**config.mk**
```make
export PLATFORM = sky130hd
export DESIGN_NAME = fpoll_top
export DESIGN_NICKNAME = d
export VERILOG_FILES = /design/src/rtl/fpoll_pkg.sv /design/src/rtl/fpoll_gap_timer.sv /design/src/rtl/fpoll_miss_ctr.sv /design/src/rtl/fpoll_seq.sv /design/src/rtl/fpoll_top.sv
export SDC_FILE = /design/constraint.sdc
export NUM_CORES = 1
export LEC_CHECK = 0
export CAP_MARGIN = 20
export CORE_UTILIZATION = 46
export CTS_CLUSTER_SIZE = 12
export DETAILED_ROUTE_END_ITERATION = 16
export GPL_ROUTABILITY_DRIVEN = 0
export PLACE_DENSITY = 0.85
export SYNTH_ARGS = -nofsm -noshare
export SYNTH_HDL_FRONTEND = slang
export SYNTH_HIERARCHICAL = 1
export SYNTH_SLANG_ARGS = --single-unit
```
**constraint.sdc**
```tcl
create_clock -name clk -period 3.7 [get_ports clk]
set_input_delay 0.37 -clock clk [delete_from_list [all_inputs] [get_ports clk]]
set_output_delay 0.37 -clock clk [all_outputs]
set_load 0.05 [all_outputs]
```
**src/rtl/fpoll_pkg.sv**
```systemverilog
package fpoll_pkg;

  // Index of the completion status bit in both 8- and 16-bit bus widths
  localparam int STAT_BIT = 7;

  typedef enum logic [1:0] {
    ST_IDLE = 2'd0,
    ST_READ = 2'd1,
    ST_GAP  = 2'd2
  } fsm_st_t;

endpackage

```
**src/rtl/fpoll_gap_timer.sv**
```systemverilog
module fpoll_gap_timer #(
  parameter int GW = 4
) (
  input  logic          clk,
  input  logic          rst_n,
  input  logic          load,
  input  logic [GW-1:0] len,
  output logic          expired
);

  logic [GW-1:0] cnt_q;
  logic [GW-1:0] cnt_d;

  always_comb begin
    cnt_d = cnt_q;
    if (load) begin
      cnt_d = len;
    end else if (cnt_q != '0) begin
      cnt_d = cnt_q - 1'b1;
    end
  end

  always_ff @(posedge clk or negedge rst_n) begin
    if (!rst_n) begin
      cnt_q <= '0;
    end else begin
      cnt_q <= cnt_d;
    end
  end

  assign expired = (cnt_q == '0);

endmodule

```
**src/rtl/fpoll_miss_ctr.sv**
```systemverilog
module fpoll_miss_ctr #(
  parameter int CW = 8
) (
  input  logic          clk,
  input  logic          rst_n,
  input  logic          clr,
  input  logic          inc,
  input  logic [CW-1:0] limit,
  output logic          at_limit
);

  logic [CW-1:0] cnt_q;
  logic [CW-1:0] cnt_d;
  logic [CW:0]   cnt_inc;

  // Count after the miss now being judged; one extra bit avoids wrap
  assign cnt_inc  = {1'b0, cnt_q} + {{CW{1'b0}}, 1'b1};
  assign at_limit = (cnt_inc >= {1'b0, limit});

  always_comb begin
    cnt_d = cnt_q;
    if (clr) begin
      cnt_d = '0;
    end else if (inc) begin
      cnt_d = cnt_inc[CW-1:0];
    end
  end

  always_ff @(posedge clk or negedge rst_n) begin
    if (!rst_n) begin
      cnt_q <= '0;
    end else begin
      cnt_q <= cnt_d;
    end
  end

endmodule

```
**src/rtl/fpoll_seq.sv**
```systemverilog
module fpoll_seq
  import fpoll_pkg::*;
#(
  parameter int DW = 16,
  parameter int AW = 20,
  parameter int CW = 8,
  parameter int GW = 4
) (
  input  logic          clk,
  input  logic          rst_n,
  input  logic          req_valid,
  input  logic          req_erase,
  input  logic [AW-1:0] req_addr,
  input  logic          req_stat_bit,
  input  logic [CW-1:0] poll_limit,
  input  logic [GW-1:0] gap_len,
  output logic          busy,
  output logic          rd_req,
  output logic [AW-1:0] rd_addr,
  input  logic          rd_ack,
  input  logic [DW-1:0] rd_data,
  output logic          done,
  output logic          timeout,
  output logic [DW-1:0] final_data,
  output logic          gap_load,
  output logic [GW-1:0] gap_val,
  input  logic          gap_expired,
  output logic          miss_clr,
  output logic          miss_inc,
  output logic [CW-1:0] miss_limit,
  input  logic          miss_at_limit
);

  fsm_st_t       st_q, st_d;
  logic          conf_q, conf_d;
  logic          done_q, done_d;
  logic          tmo_q, tmo_d;
  logic [DW-1:0] fin_q, fin_d;
  logic          fin_en;
  logic          cap_en;
  logic [AW-1:0] addr_q;
  logic          exp_q;
  logic [GW-1:0] gap_q;
  logic [CW-1:0] lim_q;
  logic          hit;

  assign hit = (rd_data[STAT_BIT] == exp_q);

  always_comb begin
    st_d     = st_q;
    conf_d   = conf_q;
    done_d   = 1'b0;
    tmo_d    = 1'b0;
    fin_d    = fin_q;
    fin_en   = 1'b0;
    cap_en   = 1'b0;
    gap_load = 1'b0;
    miss_clr = 1'b0;
    miss_inc = 1'b0;
    unique case (st_q)
      ST_IDLE: begin
        if (req_valid) begin
          cap_en   = 1'b1;
          miss_clr = 1'b1;
          conf_d   = 1'b0;
          st_d     = ST_READ;
        end
      end
      ST_READ: begin
        if (rd_ack) begin
          if (hit && conf_q) begin
            done_d = 1'b1;
            fin_d  = rd_data;
            fin_en = 1'b1;
            conf_d = 1'b0;
            st_d   = ST_IDLE;
          end else if (hit) begin
            conf_d   = 1'b1;
            gap_load = 1'b1;
            st_d     = ST_GAP;
          end else begin
            conf_d = 1'b0;
            if (miss_at_limit) begin
              tmo_d = 1'b1;
              st_d  = ST_IDLE;
            end else begin
              miss_inc = 1'b1;
              gap_load = 1'b1;
              st_d     = ST_GAP;
            end
          end
        end
      end
      ST_GAP: begin
        if (gap_expired) begin
          st_d = ST_READ;
        end
      end
      default: st_d = ST_IDLE;
    endcase
  end

  always_ff @(posedge clk or negedge rst_n) begin
    if (!rst_n) begin
      st_q   <= ST_IDLE;
      conf_q <= 1'b0;
      done_q <= 1'b0;
      tmo_q  <= 1'b0;
    end else begin
      st_q   <= st_d;
      conf_q <= conf_d;
      done_q <= done_d;
      tmo_q  <= tmo_d;
    end
  end

  // Request fields, captured only on acceptance
  always_ff @(posedge clk or negedge rst_n) begin
    if (!rst_n) begin
      addr_q <= '0;
      exp_q  <= 1'b0;
      gap_q  <= '0;
      lim_q  <= '0;
    end else if (cap_en) begin
      addr_q <= req_addr;
      exp_q  <= req_erase | req_stat_bit;
      gap_q  <= gap_len;
      lim_q  <= poll_limit;
    end
  end

  always_ff @(posedge clk or negedge rst_n) begin
    if (!rst_n) begin
      fin_q <= '0;
    end else if (fin_en) begin
      fin_q <= fin_d;
    end
  end

  assign busy       = (st_q != ST_IDLE);
  assign rd_req     = (st_q == ST_READ);
  assign rd_addr    = addr_q;
  assign done       = done_q;
  assign timeout    = tmo_q;
  assign final_data = fin_q;
  assign gap_val    = gap_q;
  assign miss_limit = lim_q;

endmodule

```
**src/rtl/fpoll_top.sv**
```systemverilog
module fpoll_top #(
  parameter int DW = 16,
  parameter int AW = 20,
  parameter int CW = 8,
  parameter int GW = 4
) (
  input  logic          clk,
  input  logic          rst_n,
  input  logic          req_valid,
  input  logic          req_erase,
  input  logic [AW-1:0] req_addr,
  input  logic          req_stat_bit,
  input  logic [CW-1:0] poll_limit,
  input  logic [GW-1:0] gap_len,
  output logic          busy,
  output logic          rd_req,
  output logic [AW-1:0] rd_addr,
  input  logic          rd_ack,
  input  logic [DW-1:0] rd_data,
  output logic          done,
  output logic          timeout,
  output logic [DW-1:0] final_data
);

  if ((DW != 8) && (DW != 16)) begin : g_bad_width
    $error("fpoll_top: DW must be 8 or 16");
  end

  logic          gap_load;
  logic [GW-1:0] gap_val;
  logic          gap_expired;
  logic          miss_clr;
  logic          miss_inc;
  logic [CW-1:0] miss_limit;
  logic          miss_at_limit;

  fpoll_seq #(
    .DW(DW), .AW(AW), .CW(CW), .GW(GW)
  ) u_seq (
    .clk           (clk),
    .rst_n         (rst_n),
    .req_valid     (req_valid),
    .req_erase     (req_erase),
    .req_addr      (req_addr),
    .req_stat_bit  (req_stat_bit),
    .poll_limit    (poll_limit),
    .gap_len       (gap_len),
    .busy          (busy),
    .rd_req        (rd_req),
    .rd_addr       (rd_addr),
    .rd_ack        (rd_ack),
    .rd_data       (rd_data),
    .done          (done),
    .timeout       (timeout),
    .final_data    (final_data),
    .gap_load      (gap_load),
    .gap_val       (gap_val),
    .gap_expired   (gap_expired),
    .miss_clr      (miss_clr),
    .miss_inc      (miss_inc),
    .miss_limit    (miss_limit),
    .miss_at_limit (miss_at_limit)
  );

  fpoll_gap_timer #(.GW(GW)) u_gap (
    .clk     (clk),
    .rst_n   (rst_n),
    .load    (gap_load),
    .len     (gap_val),
    .expired (gap_expired)
  );

  fpoll_miss_ctr #(.CW(CW)) u_miss (
    .clk      (clk),
    .rst_n    (rst_n),
    .clr      (miss_clr),
    .inc      (miss_inc),
    .limit    (miss_limit),
    .at_limit (miss_at_limit)
  );

endmodule

```
Yosys cells after proc, flatten, opt, wreduce, memory -nomap -nowiden
Cells that the tools add are included.
{ "totals": {"reg_bits": 66, "in_bits": 54, "out_inout_bits": 40, "elab_cells": 67} }
{ "classes": {"addsub": 2, "n_lt_le_gt_ge": 1, "eq_ne": 6, "n_mux": 35, "bitwise_logic": 1, "reduce_logical": 11} }
{ "op_table": {"columns": ["operator", "n"], "rows": [
  ["2-to-1 mux 1 bit", 23],
  ["2-to-1 mux 8 bit", 2],
  ["2-to-1 mux 2 bit", 6],
  ["adder 8 x 1 -> 9 bit (second input constant)", 1],
  [">= comparator 9 x 8 -> 1 bit", 1],
  ["2-to-1 mux 4 bit", 2],
  ["nonzero test 2 bit", 4],
  ["case mux 2 bit (3 select lines)", 1],
  ["AND reduction 3 bit", 2],
  ["logical NOT 4 bit", 1],
  ["!= test 2 bit (second input constant)", 2],
  ["AND reduction 4 bit", 1],
  ["nonzero test 4 bit", 1],
  ["subtractor 4 x 1 -> 4 bit (second input constant)", 1],
  ["== test 2 x 1 -> 1 bit (second input constant)", 1],
  ["== test 2 bit (second input constant)", 1],
  ["logical NOT 2 bit", 1],
  ["!= test 2 x 1 -> 1 bit (second input constant)", 1],
  ["case mux 1 bit (2 select lines)", 1],
  ["== test 1 bit", 1],
  ["logical AND 1 bit", 1],
  ["bitwise OR 1 bit", 1]
]} }

Logic depth before layout (Yosys ltp)
Gate-level depths: netlist of the first run.
{ "logic_depth": {"ltp_word": 9, "depth_mapped": 15} }

Hierarchy
The synthesis of the first run kept the hierarchy.
{ "by_module_without_submodules": {"columns": ["mod", "instances", "cells_per_inst", "area_per_inst_um2", "seq_area_each_um2"], "rows": [
  ["fpoll_seq", 1, 128, 2123.3, 1351.3],
  ["fpoll_miss_ctr", 1, 76, 651.9, 200.2],
  ["fpoll_gap_timer", 1, 22, 234.0, 100.1]
]} }

Worst setup path after synthesis of the first run
No wires, ideal clock.
{ "synth_timing": {"kind": "register to register", "startpoint": "register u_miss.cnt_q[0]", "endpoint": "register u_gap.cnt_q[3]", "arrival_ns": 2.820, "required_ns": 3.574, "path_slack_ns": 0.754, "stages_incl_launch_ff": 15, "synth_period_minus_slack_ns": 2.946, "cell_sequence": "dfrtp_1 -> ha_1 -> nand3_1 -> nor2_1 -> xor2_1 -> ha_1 -> a21oi_1 -> nand2_1 -> a221oi_1 -> o21ai_0 -> nor3_1 -> or2_2 -> clkbuf_1 -> nor3_1 -> a221o_1"} }
{ "synth_via": {"elab_chain_len": 8, "word_cells_on_any_way": 9, "classes_between": "add/sub: 1; order compare: 1; mux: 6; reduce/logical: 1"} }
{ "synth_lines": {"columns": ["item", "line", "text"], "rows": [
  ["from (decl)", "fpoll_miss_ctr.sv:12", "logic [CW-1:0] cnt_q;"],
  ["from (signal assigned)", "fpoll_miss_ctr.sv:33", "cnt_q <= cnt_d;"],
  ["adder 8 x 1 -> 9 bit (*)", "fpoll_miss_ctr.sv:17", "assign cnt_inc = {1'b0, cnt_q} + {{CW{1'b0}}, 1'b1};"],
  [">= comparator 9 x 8 -> 1 bit (*)", "fpoll_miss_ctr.sv:18", "assign at_limit = (cnt_inc >= {1'b0, limit});"],
  ["via miss_at_limit", "fpoll_top.sv:35", "logic miss_at_limit;"],
  ["2-to-1 mux 1 bit (*)", "fpoll_seq.sv:83", "if (miss_at_limit) begin"],
  ["2-to-1 mux 1 bit (*)", "fpoll_seq.sv:77", "end else if (hit) begin"],
  ["2-to-1 mux 1 bit (*)", "fpoll_seq.sv:71", "if (hit && conf_q) begin"],
  ["2-to-1 mux 1 bit (*)", "fpoll_seq.sv:70", "if (rd_ack) begin"],
  ["2-to-1 mux 1 bit (*)", "fpoll_seq.sv:60", "unique case (st_q)"],
  ["via gap_load", "fpoll_top.sv:29", "logic gap_load;"],
  ["2-to-1 mux 4 bit / nonzero test 2 bit (equally long branches)", null, null],
  ["to (signal assigned)", "fpoll_gap_timer.sv:27", "cnt_q <= cnt_d;"],
  ["to (decl)", "fpoll_gap_timer.sv:11", "logic [GW-1:0] cnt_q;"]
]} }
The timed path passes the listed nets; every way through them passes the cells marked *.
A chain may end at the register's enable or synchronous reset.

Worst setup path after layout of the first run
Same ends and word-level chain as after synthesis.

==> metrics, run 1 <==
post-CTS setup buffer count=0; setup TNS=0 ns; Diodes inserted=0; WL/cell=15.2 um; vias in the first global route=2311; row count=29; Crit. End Element=register; Power Density=897 nW/um2; CP required=3.93 ns; CTS Buf Count=9; Worst-path clk slew=0.08 ns; Worst-Margin Slew=0.515 ns; DRC Markers=0; Main synth FF type=dfrtp_1; Pins Over Slew Limit=0; first-pass GRT wire length=10800 um; Port Buffers=93; Vias=2107; H-tree depth=3; top-area cell type share of the netlist area=0.549; Fin. Hold Viols=0; Worst Setup SP=u_miss/cnt_q[0]$_DFFE_PN0P_; Die X=82.9 um; flops & latches, synth=66; Post-Route WL=6200 um; Die Height=82.9 um; Tmin final=3.17 ns; Hold Crit Class=input pin to asynchronous set/reset pin; Max Cap Viol=0; RSZ-0062 raised after global routing=no; hpwl dp=4370 um; ANT nets after route=0; startpoint types=register; ys async rst share=1.00; Max VDD drop=0.600 mV; die area=6870 um2; critical register-to-register path startpoint=u_miss/cnt_q[0]$_DFFE_PN0P_; clock latency on the worst-skew pair=0.35 ns; Ports=94; Arr. time, crit path=3.40 ns; Fin Hold WS=0.460 ns; CTS max path bufs=2; area grow syn2layout=41.8%; post-synthesis sequential area ratio=0.549; WS Path Type=register to register; Mean Syn Cell Area=13.3 um2; Tcrit/Tclk final=0.857; cell taking the most area after synthesis=dfrtp_1; Clock Tree Root=clkbuf_8; status=finished, final reports clean; Iter 0 DRT Violations=72; Initial Util=0.474; Synth cell types=39; nets@finish=391; Initial DRT Pass Iterations=3; YS warnings=6; global route overflow=0; CTS tree=yes; Max-slew headroom=0.655; Mapped Nets=290; core area=6350 um2; Highest Clock Rate=315 MHz; Cells after Synth=226; GRT Overall Usage=0.199; reg2reg setup slack=0.53 ns; pin count of the biggest net entering global routing=51; Total Power Consumption=3.83 mW; layout cells sized above 1=0.244; Clock Sink Count=66; mapped cell area=3010 um2; leakage=1.91 nW; clock skew=0.00929 ns; Setup-failing EPs final=0; Vias/cell=5.15; Post-synth EDFFs=0; initial antenna violation count=0; crit path max fanout=8; largest cells by area after synthesis=dfrtp_1 55%, mux2_2 15%, mux2_4 4.5%
## layout by cell type, fill, tap and decap left out, types with 4 or more instances in the layout
| cell type | netlist | final |
|---|---|---|
| a21oi_1 | 4 | 4 |
| buf_4 | 3 | 4 |
| clkbuf_8 | 0 | 10 |
| clkdlybuf4s50_1 | 0 | 92 |
| dfrtp_1 | 66 | 66 |
| ha_1 | 10 | 10 |
| inv_1 | 13 | 13 |
| mux2_2 | 40 | 40 |
| mux2_4 | 9 | 9 |
| mux2i_1 | 4 | 4 |
| nand2_1 | 6 | 6 |
| nor2_1 | 13 | 13 |
| nor3_1 | 4 | 4 |
| nor3b_1 | 5 | 4 |
| o21ai_0 | 5 | 5 |
| xnor2_1 | 7 | 7 |
| xor2_1 | 6 | 6 |
## worst max-delay path, cell delays in order, from the launching register on
cell      delay [ns]
dfrtp_1         0.44
ha_1            0.27
nand3_1         0.17
nor2_1          0.17
xor2_1          0.16
ha_1            0.27
a21oi_1         0.14
nand2_1         0.07
a221oi_1        0.26
o21ai_0         0.14
nor3_1          0.20
buf_4           0.18
or2_2           0.20
nor3_1          0.07
a221o_1         0.32
## registers in the layout, summed over array words and instances, names as in the netlist
register / flops
u_miss/cnt_q: 8
u_seq/final_data: 16
u_seq/done: 1
u_seq/exp_q: 1
u_seq/rd_addr: 20
u_seq/gap_val: 4
u_seq/miss_limit: 8
u_gap/cnt_q: 4
u_seq/timeout: 1
u_seq/st_q: 2
u_seq/conf_q: 1
## per-layer routing
layer	wire length, um	vias up	part of all wire	global-route usage
met3	420	12	0.068	0.0815
met1	2600	1055	0.42	0.223
met2	3070	62	0.49	0.335
li1	-	978	-	-
met5	0	-	0	0
met4	118	0	0.019	0.0846
## what timing repair did
action | CTS | global route
hold buffers | 0 | 1
setup endpoints to repair | 0 | 0
resized for setup | 0 | 0
endpoints found under the hold margin | 0 | 12
## logic make-up after synthesis
kind of cell	Yosys count	synth area share
buffers and inverters	22	0.0349
adder cells (fa/ha/maj)	10	0.0416
XOR/XNOR	14	0.0432
AO/OA/AOI/OAI	14	0.0287
multiplexers	53	0.208
AND/OR/NAND/NOR	47	0.0948
flip-flops	66	0.549
## per-stage QoR
| stage | setup WS [ns] | std cells | area (um2) | utilization |
|---|---|---|---|---|
| after detailed placement | 0.551 | 391 | 4010 | 0.632 |
| after global placement | 0.713 | 391 | 4010 | 0.632 |
| after CTS | 0.524 | 407 | 4240 | 0.667 |
| after floorplan | 0.754 | 226 | 3010 | - |
| after global routing | 0.291 | 409 | 4270 | 0.672 |
| final | 0.529 | 409 | 4270 | 0.672 |
## synthesized netlist by cell type (all sizes together) (2+ instances only)
cell / count
dfrtp: 66
mux2: 49
inv: 13
nor2: 13
ha: 10
xnor2: 8
buf: 7
nand2: 6
nor3b: 6
o21ai: 6
xor2: 6
nor3: 5
a21oi: 4
mux2i: 4
nand3: 4
nand4: 4
clkbuf: 2
or2: 2
or3: 2
## final cells by class
type | count | area [um2]
fill | 472 | 2080
sequential | 66 | 1650
multi-input combinational | 138 | 1260
timing repair buffer | 99 | 986
clock buffer | 10 | 138
tap | 77 | 96.3
clock inverter | 6 | 88.8
inverter | 13 | 48.8
## power breakdown
group | switching [mW] | internal, mW | total [mW]
sequential | 0.189 | 1.03 | 1.22
clock | 0.284 | 0.399 | 0.683
combinational | 1.12 | 0.806 | 1.93
## path summary, 6_finish.rpt
kind | endpoint | cells after the start
max in group asynchronous | u_seq/final_data[7]$_DFFE_PN0P_ | 3
hold reg to reg | u_gap/cnt_q[2]$_DFFE_PN0P_ | 2
setup reg to reg | u_gap/cnt_q[3]$_DFFE_PN0P_ | 14
setup / recovery | u_gap/cnt_q[3]$_DFFE_PN0P_ | 14
hold / removal | u_seq/rd_addr[5]$_DFFE_PN0P_ | 2
min in group clk | u_gap/cnt_q[2]$_DFFE_PN0P_ | 2
Note: power is estimated with default switching activity, not from simulation.
==> run 2, diff against run 1 <==
--- a/config.mk
+++ b/config.mk
@@ -9,7 +9,6 @@
 export CORE_UTILIZATION = 46
 export CTS_CLUSTER_SIZE = 12
 export DETAILED_ROUTE_END_ITERATION = 16
-export GPL_ROUTABILITY_DRIVEN = 0
 export PLACE_DENSITY = 0.85
 export SYNTH_ARGS = -nofsm -noshare
 export SYNTH_HDL_FRONTEND = slang
==> results of run 2 <==
Final layout, timing and power as in run 1 (identical DEF).
